File: config.mk
export PLATFORM = sky130hd
export DESIGN_NAME = prio_intc
export DESIGN_NICKNAME = d
export VERILOG_FILES = /design/src/rtl/prio_intc_pkg.sv /design/src/rtl/prio_intc_regs.sv /design/src/rtl/prio_intc_select.sv /design/src/rtl/prio_intc.sv
export SDC_FILE = /design/constraint.sdc
export NUM_CORES = 1
export LEC_CHECK = 0
export CORE_AREA = 10 10 109 111
export CTS_CLUSTER_DIAMETER = 30
export CTS_CLUSTER_SIZE = 12
export DETAILED_ROUTE_END_ITERATION = 7
export DIE_AREA = 0 0 119 121
export GPL_TIMING_DRIVEN = 0
export PLACE_DENSITY = 0.89
export SYNTH_ARGS = -nofsm -noshare
export SYNTH_HDL_FRONTEND = slang
export SYNTH_HIERARCHICAL = 1
export SYNTH_SLANG_ARGS = --single-unit
File: constraint.sdc
create_clock -name clk -period 16.5 [get_ports clk]
set_input_delay 3.3 -clock clk [delete_from_list [all_inputs] [get_ports clk]]
set_output_delay 3.3 -clock clk [all_outputs]
set_load 0.01 [all_outputs]
File: src/rtl/prio_intc_pkg.sv
package prio_intc_pkg;
  typedef logic [2:0] grp_t;
  typedef logic [1:0] sub_t;

  typedef enum logic [1:0] {
    OP_WRITE = 2'd0,
    OP_SET   = 2'd1,
    OP_CLR   = 2'd2,
    OP_NONE  = 2'd3
  } wr_op_e;

  localparam int          LANE_W    = 8;
  localparam int          LANES     = 4;
  localparam int          WORD_W    = LANE_W * LANES;
  localparam logic [31:0] LANE_MASK = 32'h1F1F_1F1F;

  function automatic logic [31:0] apply_op(input logic [31:0] cur,
                                           input logic [31:0] val,
                                           input wr_op_e op);
    logic [31:0] res;
    case (op)
      OP_WRITE: res = val;
      OP_SET:   res = cur | val;
      OP_CLR:   res = cur & ~val;
      default:  res = cur;
    endcase
    return res;
  endfunction
endpackage

File: src/rtl/prio_intc_regs.sv
module prio_intc_regs
  import prio_intc_pkg::*;
#(
  parameter int N_SRC = 8,
  parameter int IDX_W = 2,
  localparam int WORDS = N_SRC / LANES
) (
  input  logic              clk,
  input  logic              rst,
  input  logic              wr_en,
  input  logic [IDX_W-1:0]  wr_idx,
  input  wr_op_e            wr_op,
  input  logic [31:0]       wr_data,
  input  logic [N_SRC-1:0]  src_evt,
  input  logic [IDX_W-1:0]  rd_idx,
  output logic [31:0]       rd_data,
  output logic [N_SRC-1:0]  flags_o,
  output logic [N_SRC-1:0]  en_o,
  output grp_t              gp_o [N_SRC],
  output sub_t              sp_o [N_SRC]
);
  logic [N_SRC-1:0] flags_q, en_q, flags_d;
  logic [31:0]      flags_ext, en_ext, flags_new, en_new;
  logic [31:0]      lvl_q [WORDS];

  assign flags_ext = 32'(flags_q);
  assign en_ext    = 32'(en_q);
  assign flags_new = apply_op(flags_ext, wr_data, wr_op);
  assign en_new    = apply_op(en_ext, wr_data, wr_op);

  always_comb begin
    flags_d = flags_q;
    if (wr_en && wr_idx == IDX_W'(0))
      flags_d = flags_new[N_SRC-1:0];
    flags_d = flags_d | src_evt;
  end

  always_ff @(posedge clk) begin
    if (rst) begin
      flags_q <= '0;
      en_q    <= '0;
    end else begin
      flags_q <= flags_d;
      if (wr_en && wr_idx == IDX_W'(1))
        en_q <= en_new[N_SRC-1:0];
    end
  end

  for (genvar w = 0; w < WORDS; w++) begin : g_word
    always_ff @(posedge clk) begin
      if (rst)
        lvl_q[w] <= '0;
      else if (wr_en && wr_idx == IDX_W'(2 + w))
        lvl_q[w] <= apply_op(lvl_q[w], wr_data, wr_op) & LANE_MASK;
    end
  end

  for (genvar i = 0; i < N_SRC; i++) begin : g_src
    assign gp_o[i] = lvl_q[i / LANES][(i % LANES) * LANE_W + 2 +: 3];
    assign sp_o[i] = lvl_q[i / LANES][(i % LANES) * LANE_W +: 2];
  end

  always_ff @(posedge clk) begin
    if (rst) begin
      rd_data <= '0;
    end else begin
      rd_data <= '0;
      if (rd_idx == IDX_W'(0))
        rd_data <= flags_ext;
      else if (rd_idx == IDX_W'(1))
        rd_data <= en_ext;
      for (int w = 0; w < WORDS; w++)
        if (rd_idx == IDX_W'(2 + w))
          rd_data <= lvl_q[w];
    end
  end

  assign flags_o = flags_q;
  assign en_o    = en_q;
endmodule

File: src/rtl/prio_intc_select.sv
module prio_intc_select
  import prio_intc_pkg::*;
#(
  parameter int N_SRC = 8,
  parameter int VEC_W = 3
) (
  input  logic [N_SRC-1:0] elig,
  input  grp_t             gp_i [N_SRC],
  input  sub_t             sp_i [N_SRC],
  output logic             found,
  output logic [VEC_W-1:0] win_idx,
  output grp_t             win_gp
);
  logic [4:0] best_key;

  // Ascending scan with a strict compare keeps the lowest index on a full tie.
  always_comb begin
    found    = 1'b0;
    win_idx  = '0;
    win_gp   = '0;
    best_key = '0;
    for (int i = 0; i < N_SRC; i++) begin
      if (elig[i] && (!found || {gp_i[i], sp_i[i]} > best_key)) begin
        found    = 1'b1;
        best_key = {gp_i[i], sp_i[i]};
        win_idx  = VEC_W'(i);
        win_gp   = gp_i[i];
      end
    end
  end
endmodule

File: src/rtl/prio_intc.sv
module prio_intc
  import prio_intc_pkg::*;
#(
  parameter  int N_SRC   = 8,
  localparam int REG_CNT = 2 + N_SRC / LANES,
  localparam int IDX_W   = (REG_CNT > 1) ? $clog2(REG_CNT) : 1,
  localparam int ADDR_W  = IDX_W + 2,
  localparam int VEC_W   = (N_SRC > 1) ? $clog2(N_SRC) : 1
) (
  input  logic              clk,
  input  logic              rst,
  input  logic              wr_en,
  input  logic [ADDR_W-1:0] wr_addr,
  input  logic [31:0]       wr_data,
  input  logic [N_SRC-1:0]  src_evt,
  input  logic [IDX_W-1:0]  rd_idx,
  output logic [31:0]       rd_data,
  input  logic [2:0]        cpu_lvl,
  output logic              irq_req,
  output logic [VEC_W-1:0]  irq_vec,
  output logic [2:0]        irq_lvl,
  output logic              wake
);
  logic [N_SRC-1:0] flags, en, elig;
  grp_t             gp [N_SRC];
  sub_t             sp [N_SRC];
  logic             found;
  logic [VEC_W-1:0] win_idx;
  grp_t             win_gp;

  prio_intc_regs #(.N_SRC(N_SRC), .IDX_W(IDX_W)) u_regs (
    .clk     (clk),
    .rst     (rst),
    .wr_en   (wr_en),
    .wr_idx  (wr_addr[ADDR_W-1:2]),
    .wr_op   (wr_op_e'(wr_addr[1:0])),
    .wr_data (wr_data),
    .src_evt (src_evt),
    .rd_idx  (rd_idx),
    .rd_data (rd_data),
    .flags_o (flags),
    .en_o    (en),
    .gp_o    (gp),
    .sp_o    (sp)
  );

  for (genvar i = 0; i < N_SRC; i++) begin : g_elig
    assign elig[i] = flags[i] & en[i] & (gp[i] != 3'd0);
  end

  prio_intc_select #(.N_SRC(N_SRC), .VEC_W(VEC_W)) u_sel (
    .elig    (elig),
    .gp_i    (gp),
    .sp_i    (sp),
    .found   (found),
    .win_idx (win_idx),
    .win_gp  (win_gp)
  );

  always_ff @(posedge clk) begin
    if (rst) begin
      irq_req <= 1'b0;
      irq_vec <= '0;
      irq_lvl <= '0;
      wake    <= 1'b0;
    end else begin
      irq_req <= found && (win_gp > cpu_lvl);
      irq_vec <= found ? win_idx : '0;
      irq_lvl <= found ? win_gp : 3'd0;
      wake    <= found;
    end
  end
endmodule

==> results of run 1 <==
[registers in the layout, indices dropped and copies added, names as in the netlist]
| signal | cells |
|---|---|
| u_regs/rd_data | 23 |
| irq_vec | 3 |
| wake | 1 |
| u_regs/lvl_q | 40 |
| irq_lvl | 3 |
| u_regs/en_o | 8 |
| u_regs/flags_o | 8 |
| irq_req | 1 |
[worst reg2reg max path: cells and delay by family (launching register included)]
kind | cells | cell delay (ns)
AO/OA/AOI/OAI | 25 | 6.37
AND/OR/NAND/NOR | 15 | 2.85
adder cells (fa/ha/maj) | 8 | 2.28
buffers and inverters | 3 | 0.89
flip-flops | 1 | 0.46
multiplexers | 1 | 0.40
[layout make-up]
cell class	instances	area [um^2]	area share (%)
Antenna cell	1	2.50	0.0369
Buffer	36	189	2.79
Clock buffer	10	149	2.20
Clock inverter	6	63.8	0.941
Inverter	29	109	1.61
Multi-Input combinational cell	459	3250	47.9
Sequential cell	87	2140	31.6
Tap cell	133	166	2.45
Timing Repair Buffer	71	711	10.5
[power by group through the flow]
stage	logic [uW]	clock network [uW]	registers, uW
floorplan	54.3	0	247
global placement	84.6	0	251
detailed placement	88.7	0	252
CTS	89.7	163	247
global route	100	173	248
finish	91.9	162	247
[synthesized netlist by cell type (2+ instances only)]
| cell type | instances |
|---|---|
| sky130_fd_sc_hd__nor2_1 | 70 |
| sky130_fd_sc_hd__dfxtp_1 | 47 |
| sky130_fd_sc_hd__nor3_1 | 46 |
| sky130_fd_sc_hd__a211oi_1 | 43 |
| sky130_fd_sc_hd__ha_1 | 42 |
| sky130_fd_sc_hd__edfxtp_1 | 40 |
| sky130_fd_sc_hd__nor2b_1 | 33 |
| sky130_fd_sc_hd__inv_1 | 29 |
| sky130_fd_sc_hd__a21oi_1 | 27 |
| sky130_fd_sc_hd__nand2_1 | 26 |
| sky130_fd_sc_hd__mux2i_1 | 19 |
| sky130_fd_sc_hd__clkbuf_1 | 16 |
| sky130_fd_sc_hd__buf_4 | 12 |
| sky130_fd_sc_hd__and2_1 | 11 |
| sky130_fd_sc_hd__o21ai_0 | 11 |
| sky130_fd_sc_hd__o311a_1 | 9 |
| sky130_fd_sc_hd__or2_2 | 8 |
| sky130_fd_sc_hd__nand3_1 | 7 |
| sky130_fd_sc_hd__o31ai_1 | 7 |
| sky130_fd_sc_hd__o21a_1 | 6 |
| sky130_fd_sc_hd__o22ai_1 | 6 |
| sky130_fd_sc_hd__buf_2 | 5 |
| sky130_fd_sc_hd__mux4_2 | 5 |
| sky130_fd_sc_hd__nand2b_1 | 5 |
| sky130_fd_sc_hd__nor4_1 | 5 |
| sky130_fd_sc_hd__o21ai_1 | 5 |
| sky130_fd_sc_hd__a31oi_1 | 4 |
| sky130_fd_sc_hd__mux2_4 | 4 |
| sky130_fd_sc_hd__o221ai_1 | 4 |
| sky130_fd_sc_hd__a2111oi_4 | 3 |
| sky130_fd_sc_hd__a211o_1 | 3 |
| sky130_fd_sc_hd__o31a_1 | 3 |
| sky130_fd_sc_hd__or3_1 | 3 |
| sky130_fd_sc_hd__a21o_1 | 2 |
| sky130_fd_sc_hd__a22oi_1 | 2 |
| sky130_fd_sc_hd__a41o_1 | 2 |
| sky130_fd_sc_hd__and3_1 | 2 |
| sky130_fd_sc_hd__clkbuf_2 | 2 |
| sky130_fd_sc_hd__nand4_1 | 2 |
| sky130_fd_sc_hd__nand4b_1 | 2 |
| sky130_fd_sc_hd__o211a_1 | 2 |
| sky130_fd_sc_hd__o221ai_2 | 2 |
| sky130_fd_sc_hd__or2_1 | 2 |
[metrics by stage]
stage	std cells	power, uW	hold slack [ns]	setup slack [ns]
after floorplan	611	302	0.461	5.16
after global placement	815	336	0.527	3.75
after detailed placement	815	340	0.540	3.49
after CTS	831	500	0.552	3.44
after global routing	831	521	0.604	2.25
final	832	502	0.562	3.12
[cells by family (layout without fill, tap and decap cells)]
kind of cell	Yosys count	after routing	share of synthesized area, %
AND/OR/NAND/NOR	230	230	20.7
other	1	10	0.0663
multiplexers	28	28	6.41
AO/OA/AOI/OAI	150	150	20.5
buffers and inverters	65	152	5.26
adder cells (fa/ha/maj)	42	42	9.29
flip-flops	87	87	37.9
[layer usage]
layer  wire length (um)  vias to the layer above  part of all wire, %
met5                  0                        -                    0
met3               1420                       51                  8.0
met2               8450                      308                   48
met1               7150                     2505                   40
li1                   -                     2421                    -
met4                677                        0                  3.8
[final timing paths]
| kind | slack, ns | from | endpoint | depth (start not counted) |
|---|---|---|---|---|
| setup reg to reg | 3.12 | u_regs/lvl_q[0][3] | irq_req | 52 |
| setup / recovery | 3.12 | u_regs/lvl_q[0][3] | irq_req | 52 |
| hold reg to reg | 0.56 | u_regs/en_o[4] | u_regs/en_o[4] | 2 |
| hold / removal | 0.56 | u_regs/en_o[4] | u_regs/en_o[4] | 2 |
==> impl_metrics.toml, run 1 <==
[final_layout]
layout.cells.most_common = "sky130_fd_sc_hd__clkdlybuf4s50_1"
finish.utilization_pct = 70.4
fillers = 780
share_of_cells_above_drive_strength_1_pct = 9.31
p_r_area_growth_vs_syn_pct = 19.8
fin_area_um2 = 6780
final_nets = 787
commonest_cells_after_routing_fill_and_taps_aside = "sky130_fd_sc_hd__clkdlybuf4s50_1, sky130_fd_sc_hd__nor2_1, sky130_fd_sc_hd__dfxtp_1"

[timing]
timing.slew.headroom_pct = 25.6
hold_violations = 0
fin_crit_sh_pct = 81.1
layout_min_cycle_time_ns = 13.38
max_clock_freq_ghz = 0.0747
totalNegativeSetupSlack_ns = 0
timing.clock.skew_ns = 0.0135
tightestPinTransition_ns = 1.12
setup_violation_total_in_the_final_timing_report = 0
slew_viol_final = 0
rsz0062_at_grt = "no"

[pwr]
clock_power_share_pct = 32.4
sw_frac_of_total_pct = 28.9
cellInternalPower_uw = 357
net-switching-power_uw = 145
seq_power_share_pct = 49.3
power_density_nw_per_um2 = 74.0
vdd_drop_max_v = 0.0000432
power_frac_comb_pct = 18.3
power.leakage_uw = 0.00268

[flow_run]
max_cap_violations = 0

[placed_design]
placement.cell_area_um2 = 6570
buffer_ports.inserted = 71
detailedPlacementHpwl_um = 13300
final_wtd_congestion = 0.952

[cts]
post_cts_clock_slew_at_the_launch_and_capture_registers_of_the_worst_setup_and_hold_paths_ns = 0.09
cts_h_tree_depth = 3
cts_num_sinks = 87
postCtsHoldBufs = 0
postCtsSetupRepairBufs = 0
cts_buffers = 9
root_buffer = "sky130_fd_sc_hd__clkbuf_8"
clockBufferDepth = 2
insertion_delay_ns = 0.38
cts_tree = "yes"
postCtsResizedCells = 0

[global_routing]
gr-usage-met3_pct = 4.89
number_of_antenna_violations_at_the_first_check_in_global_routing = 1
grtUsageMet1_pct = 29.9
first_global_vias = 5362
grt_pass1_wl_um = 28100
grt.total_usage_pct = 24.4
largest_net_degree_at_the_start_of_global_routing = 21
top_usage_layer_grt = "met2"
groute.layer.met2.usage_pct = 39.9
global_route.overflow_total = 0

[route]
via_density_per_instance = 6.35
routed_wirelength_um = 17700
detail_route.first_pass.iterations = 5
drt.antenna.violating_nets = 0
first_iter_violations = 636
avgRoutedWirePerCell_um = 21.3
route.vias.total = 5285
detail_route.drc_violations = 0

[synth]
yosys.cell_types.count = 62
yosys_warnings = 6
synth_sequential_area_ratio_pct = 37.9
ys_ff_latch = 87
synth_top_cell_area_share_pct = 21.2
netlist_instances = 603
netlist_top_cells_area = "sky130_fd_sc_hd__edfxtp_1, sky130_fd_sc_hd__dfxtp_1, sky130_fd_sc_hd__ha_1, sky130_fd_sc_hd__a211oi_1, sky130_fd_sc_hd__nor2_1"
ys_async_sr_fraction_pct = 0
synth_area_leader_cell = "sky130_fd_sc_hd__edfxtp_1"
cell_area_after_technology_mapping_um2 = 5660
synth_enable_flop_cells = 40
post_synth.cell_area_avg_um2 = 9.39
ys_dominant_reg_cell = "sky130_fd_sc_hd__dfxtp_1"

[floorplanning]
die-height_um = 121
effective_utilization_at_floorplan_pct = 58.7
die_x_um = 119
rows = 36
die_area_um2 = 14400
design.portCount = 92
core-area_um2 = 9640

[setup_path]
critical-path-max-stage-delay_ns = 0.71
timing.critical_path.slowest_stage_cell = "sky130_fd_sc_hd__nor4_1"
crit_path_frequent_cell = "sky130_fd_sc_hd__ha_1"
timing.critical_path.buf_inv = 3
setup.worst_path.start_class = "flop"
crit_path_max_fanout = 10
arrival_ns = 13.65
worst_ep_required_time_ns = 16.77
worstSetupPathType = "reg -> reg"
cp_top_family = "compound AO/OA/AOI/OAI gates"
worst_setup_path_end_kind = "flop"

[outcome]
run_status = "completed"

[min_path]
worstHoldPathType = "reg -> reg"
No activity file was read; power rests on OpenSTA's default activity.
==> run 2, diff against run 1 <==
--- a/config.mk
+++ b/config.mk
@@ -5,13 +5,13 @@
 export SDC_FILE = /design/constraint.sdc
 export NUM_CORES = 1
 export LEC_CHECK = 0
-export CORE_AREA = 10 10 109 111
+export CORE_AREA = 10 10 114 116
 export CTS_CLUSTER_DIAMETER = 30
 export CTS_CLUSTER_SIZE = 12
 export DETAILED_ROUTE_END_ITERATION = 7
-export DIE_AREA = 0 0 119 121
+export DIE_AREA = 0 0 124 126
 export GPL_TIMING_DRIVEN = 0
-export PLACE_DENSITY = 0.89
+export PLACE_DENSITY = 0.82
 export SYNTH_ARGS = -nofsm -noshare
 export SYNTH_HDL_FRONTEND = slang
 export SYNTH_HIERARCHICAL = 1
==> constraint.sdc (replaced) <==
create_clock -name clk -period 12.8 [get_ports clk]
set_input_delay 2.56 -clock clk [delete_from_list [all_inputs] [get_ports clk]]
set_output_delay 2.56 -clock clk [all_outputs]
set_load 0.01 [all_outputs]
==> run 2 against run 1 <==
- clock skew rose by 0.011 ns
- total power rose by 31%
- critical path depth rose by 3
- largest cell class unchanged
- highest routed layer unchanged
==> impl_metrics.toml, run 2 (synthesized netlist as in run 1, its figures left out) <==
[outcome]
run_status = "completed"

[global_routing]
largest_net_degree_at_the_start_of_global_routing = 21
number_of_antenna_violations_at_the_first_check_in_global_routing = 0
global_route.overflow_total = 0
grt.total_usage_pct = 21.3
grt_pass1_wl_um = 26700
first_global_vias = 5069

[min_path]
worstHoldPathType = "reg -> reg"

[timing]
slew_viol_final = 0
timing.clock.skew_ns = 0.0247
totalNegativeSetupSlack_ns = 0
fin_worst_hold_slack_ns = 0.552
max_clock_freq_ghz = 0.0819
fin_crit_sh_pct = 95.3
layout_min_cycle_time_ns = 12.20
setup_violation_total_in_the_final_timing_report = 0
tightestPinTransition_ns = 1.11
timing.slew.headroom_pct = 26.0
hold_violations = 0

[setup_path]
arrival_ns = 12.46
setup.worst_path.start_class = "flop"
critical-path-max-stage-delay_ns = 0.47
worst_ep_required_time_ns = 13.06
worstSetupPathType = "reg -> reg"
crit_path_frequent_cell = "sky130_fd_sc_hd__ha_1"
crit_path_max_fanout = 10
timing.critical_path.slowest_stage_cell = "sky130_fd_sc_hd__edfxtp_1"
worst_setup_path_end_kind = "flop"

[floorplanning]
core-area_um2 = 10700
rows = 38
die_area_um2 = 15600
effective_utilization_at_floorplan_pct = 52.9
die_x_um = 124
die-height_um = 126
design.portCount = 92

[placed_design]
buffer_ports.inserted = 71
dpl.cell_count = 822
final_wtd_congestion = 0.927
placement.cell_area_um2 = 6580
detailedPlacementHpwl_um = 13100

[cts]
cts_tree = "yes"
postCtsHoldBufs = 0
cts_h_tree_depth = 3
insertion_delay_ns = 0.38
cts_buffers = 9
root_buffer = "sky130_fd_sc_hd__clkbuf_8"
post_cts_clock_slew_at_the_launch_and_capture_registers_of_the_worst_setup_and_hold_paths_ns = 0.10
cts_num_sinks = 87
clockBufferDepth = 2

[flow_run]
max_cap_violations = 0

[route]
drt.antenna.violating_nets = 0
via_density_per_instance = 6.15
first_iter_violations = 540
detail_route.first_pass.iterations = 5
route.vias.total = 5228
avgRoutedWirePerCell_um = 20.4
detail_route.drc_violations = 0
routed_wirelength_um = 17300

[final_layout]
largest_registers = "u_regs/lvl_q: 40 flops, u_regs/rd_data: 23 flops"
fillers = 870
p_r_area_growth_vs_syn_pct = 23.4
final_nets = 799
share_of_cells_above_drive_strength_1_pct = 12.5
antenna-diode-count = 0
fin_cells = 850
commonest_cells_after_routing_fill_and_taps_aside = "sky130_fd_sc_hd__clkdlybuf4s50_1, sky130_fd_sc_hd__nor2_1, sky130_fd_sc_hd__dfxtp_1"
finish.utilization_pct = 65.3
layout.cells.most_common = "sky130_fd_sc_hd__clkdlybuf4s50_1"
largest_register = "u_regs/lvl_q"
flip_flop_count_of_the_largest_register_all_copies_and_words_added = 40
fin_area_um2 = 6990

[pwr]
power.leakage_uw = 0.00274
power_density_nw_per_um2 = 94.4
vdd_drop_max_v = 0.0000674
[run 2: final timing paths]
kind,end,cells past startpoint,slack [ns],from
setup / recovery,irq_req,55,0.60,u_regs/lvl_q[0][3]
hold / removal,u_regs/en_o[0],2,0.55,u_regs/en_o[0]
setup reg to reg,irq_req,55,0.60,u_regs/lvl_q[0][3]
hold reg to reg,u_regs/en_o[0],2,0.55,u_regs/en_o[0]
[run 2: cell type report]
class	count	area (um^2)	share of cell area, %
buffer	36	194	2.78
clock buffer	10	149	2.13
clock inverter	6	83.8	1.20
inverter	29	109	1.56
multi-input combinational	459	3330	47.7
sequential	87	2140	30.7
tap	140	175	2.51
timing repair buffer	83	801	11.5
[run 2: report_power, final]
group | total (uW) | internal, uW | switching [uW]
clock | 221 | 107 | 114
sequential | 318 | 303 | 15.2
combinational | 120 | 54.9 | 64.9
total | 659 | 465 | 194
[run 2: worst max-delay path: cells and delay by family, from the launching register on]
| kind | cells | cell delay [ns] |
|---|---|---|
| buffers and inverters | 5 | 0.87 |
| adders and majority gates | 8 | 2.47 |
| AOI/OAI and AO/OA | 29 | 6.11 |
| DFF | 1 | 0.47 |
| and+or+nand+nor | 12 | 1.79 |
| muxes | 1 | 0.38 |
[run 2: metal layers]
metal | wire, um | part of all wire [%] | track usage [%] | up-vias
met3 | 1600 | 9.2 | 4.16 | 25
met1 | 7230 | 42 | 28.1 | 2491
met2 | 8200 | 47 | 34.5 | 272
met4 | 274 | 1.6 | 6.37 | 0
li1 | - | - | - | 2440
met5 | 0 | 0 | 0 | -
[run 2: what timing repair did]
action / CTS / global route
pin swaps: 0 / 8
setup endpoints to repair: 1 / 7
buffers inserted: 0 / 12
gates resized for setup: 3 / 21
hold endpoints to repair: 0 / 0
[run 2: per-stage QoR]
step / setup WS, ns / power, uW
after floorplan: 1.46 / 389
after global placement: -0.132 / 434
after detailed placement: -0.225 / 438
after CTS: 0.0220 / 656
after global routing: -0.0286 / 683
final: 0.596 / 659
==> run 3, diff against run 2 <==
--- a/config.mk
+++ b/config.mk
@@ -12,6 +12,7 @@
 export DIE_AREA = 0 0 124 126
 export GPL_TIMING_DRIVEN = 0
 export PLACE_DENSITY = 0.82
+export SETUP_SLACK_MARGIN = 0.02
 export SYNTH_ARGS = -nofsm -noshare
 export SYNTH_HDL_FRONTEND = slang
 export SYNTH_HIERARCHICAL = 1
==> run 3 against run 2 <==
- global-route usage did not move
- utilization did not move
- combinational power barely moved
- cell area did not move
- critical path depth did not move
- setup slack improved by 0.050 ns
- critical endpoint unchanged
==> impl_metrics.toml, run 3 (synthesized netlist as in run 1, its figures left out) <==
[timing]
timing.slew.headroom_pct = 29.0
layout_min_cycle_time_ns = 12.15
fin_crit_sh_pct = 94.9
rsz0062_at_grt = "no"
hold_violations = 0
max_clock_freq_ghz = 0.0823
setup_violation_total_in_the_final_timing_report = 0
tightestPinTransition_ns = 1.06
slew_viol_final = 0
timing.clock.skew_ns = 0.0203

[placed_design]
buffer_ports.inserted = 71
final_wtd_congestion = 0.927
detailedPlacementHpwl_um = 13100
placement.cell_area_um2 = 6580

[setup_path]
crit_path_max_fanout = 10
worst_ep_required_time_ns = 13.06
cp_top_family = "compound AO/OA/AOI/OAI gates"
timing.critical_path.slowest_stage_cell = "sky130_fd_sc_hd__edfxtp_1"
worst_setup_path_end_kind = "flop"
setup.worst_path.start_class = "flop"
cp-startpoint = "u_regs/lvl_q[0][3]"
worstSetupPathType = "reg -> reg"
crit_path_frequent_cell = "sky130_fd_sc_hd__ha_1"
regToRegEndpoint = "irq_req"
critical-path-max-stage-delay_ns = 0.46
cp.depth = 55
timing.critical_path.buf_inv = 6
worstRegToRegCells = 55
critical_path.reg2reg.startpoint = "u_regs/lvl_q[0][3]"
arrival_ns = 12.41
ff2ff_setup_slack_ns = 0.65
endpoint = "irq_req"

[global_routing]
grt_pass1_wl_um = 26700
gr-usage-met3_pct = 4.16
largest_net_degree_at_the_start_of_global_routing = 21
grt.total_usage_pct = 21.3
top_usage_layer_grt = "met2"
grtUsageMet1_pct = 28.1
global_route.overflow_total = 0
first_global_vias = 5069
number_of_antenna_violations_at_the_first_check_in_global_routing = 0
groute.layer.met2.usage_pct = 34.5

[final_layout]
largest_register = "u_regs/lvl_q"
fin_area_um2 = 6990
p_r_area_growth_vs_syn_pct = 23.4
fillers = 870
antenna-diode-count = 0
flip_flop_count_of_the_largest_register_all_copies_and_words_added = 40
layout.cells.most_common = "sky130_fd_sc_hd__clkdlybuf4s50_1"
final_nets = 799
largest_registers = "u_regs/lvl_q: 40 flops, u_regs/rd_data: 23 flops"
share_of_cells_above_drive_strength_1_pct = 12.5
commonest_cells_after_routing_fill_and_taps_aside = "sky130_fd_sc_hd__clkdlybuf4s50_1, sky130_fd_sc_hd__nor2_1, sky130_fd_sc_hd__dfxtp_1"

[cts]
clockBufferDepth = 2
cts_h_tree_depth = 3
insertion_delay_ns = 0.37
post_cts_clock_slew_at_the_launch_and_capture_registers_of_the_worst_setup_and_hold_paths_ns = 0.10
root_buffer = "sky130_fd_sc_hd__clkbuf_8"
cts_num_sinks = 87
cts_tree = "yes"
cts_buffers = 9

[min_path]
worstHoldPathType = "reg -> reg"
min_path_cells = 2

[floorplanning]
core-area_um2 = 10700
effective_utilization_at_floorplan_pct = 52.9
die-height_um = 126
rows = 38
die_area_um2 = 15600
design.portCount = 92
die_x_um = 124

[route]
detail_route.drc_violations = 0
drt.antenna.violating_nets = 0
route.vias.total = 5210
avgRoutedWirePerCell_um = 20.3
detail_route.first_pass.iterations = 5
routed_wirelength_um = 17200
first_iter_violations = 535
via_density_per_instance = 6.13

[pwr]
power_density_nw_per_um2 = 94.1
power.leakage_uw = 0.00274
vdd_drop_max_v = 0.0000664
totalPowerFinal_uw = 658

[flow_run]
max_cap_violations = 0

[outcome]
run_status = "completed"
run 3: worst reg2reg max path: cells and delay by family (launching register included):
family / cells / cell delay (ns)
adders and majority gates: 8 / 2.43
muxes: 1 / 0.38
AOI/OAI and AO/OA: 28 / 6.07
DFF: 1 / 0.46
and+or+nand+nor: 12 / 1.70
buffers and inverters: 6 / 1.00
run 3: routing by layer:
| metal | share of wire, % | vias up | routed length [um] |
|---|---|---|---|
| met5 | 0 | - | 0 |
| met4 | 1.6 | 0 | 282 |
| met3 | 9.2 | 23 | 1590 |
| met2 | 48 | 269 | 8190 |
| met1 | 42 | 2481 | 7170 |
| li1 | - | 2437 | - |
run 3: report_power, final:
group | internal (uW) | total (uW) | switching (uW)
clock network | 107 | 220 | 113
logic | 54.9 | 119 | 64.6
registers | 303 | 318 | 15.2
total | 465 | 658 | 193
run 3: how the worst min path moves through the flow:
stage                   endpoint               from  slack [ns]
6_report          u_regs/en_o[0]     u_regs/en_o[0]        0.55
5_1_grt           u_regs/en_o[4]     u_regs/en_o[4]        0.57
4_1_cts           u_regs/en_o[0]     u_regs/en_o[0]        0.55
3_5_place_dp      u_regs/en_o[0]     u_regs/en_o[0]        0.53
3_3_place_gp      u_regs/en_o[4]     u_regs/en_o[4]        0.53
2_1_floorplan  u_regs/flags_o[6]  u_regs/flags_o[6]        0.46
run 3: metrics by stage:
stage	util, %	TNS [ns]	setup WS [ns]	instances	hold slack (ns)
2_1_floorplan	-	0	1.46	611	0.461
3_3_place_gp	61.5	-0.132	-0.132	822	0.529
3_5_place_dp	61.5	-0.225	-0.225	822	0.533
4_1_cts	63.8	0	0.0220	838	0.547
5_1_grt	65.3	0	0.0149	850	0.572
6_report	65.3	0	0.647	850	0.549
run 3: area by class of cell:
class,count,area (um^2),area share (%)
plain buffers,36,194,2.78
clock buffers,10,149,2.13
clock inverters,6,83.8,1.20
inverters,29,109,1.56
multi-input cells,459,3330,47.7
flip-flops and latches,87,2140,30.7
well taps,140,175,2.51
repair buffers,83,801,11.5
run 3: what timing repair did:
action                                  CTS  global route
resized for setup                         3            21
endpoints found under the setup margin    1             7
hold buffers                              0             0
setup buffers                             0            12
pin swaps                                 0             9
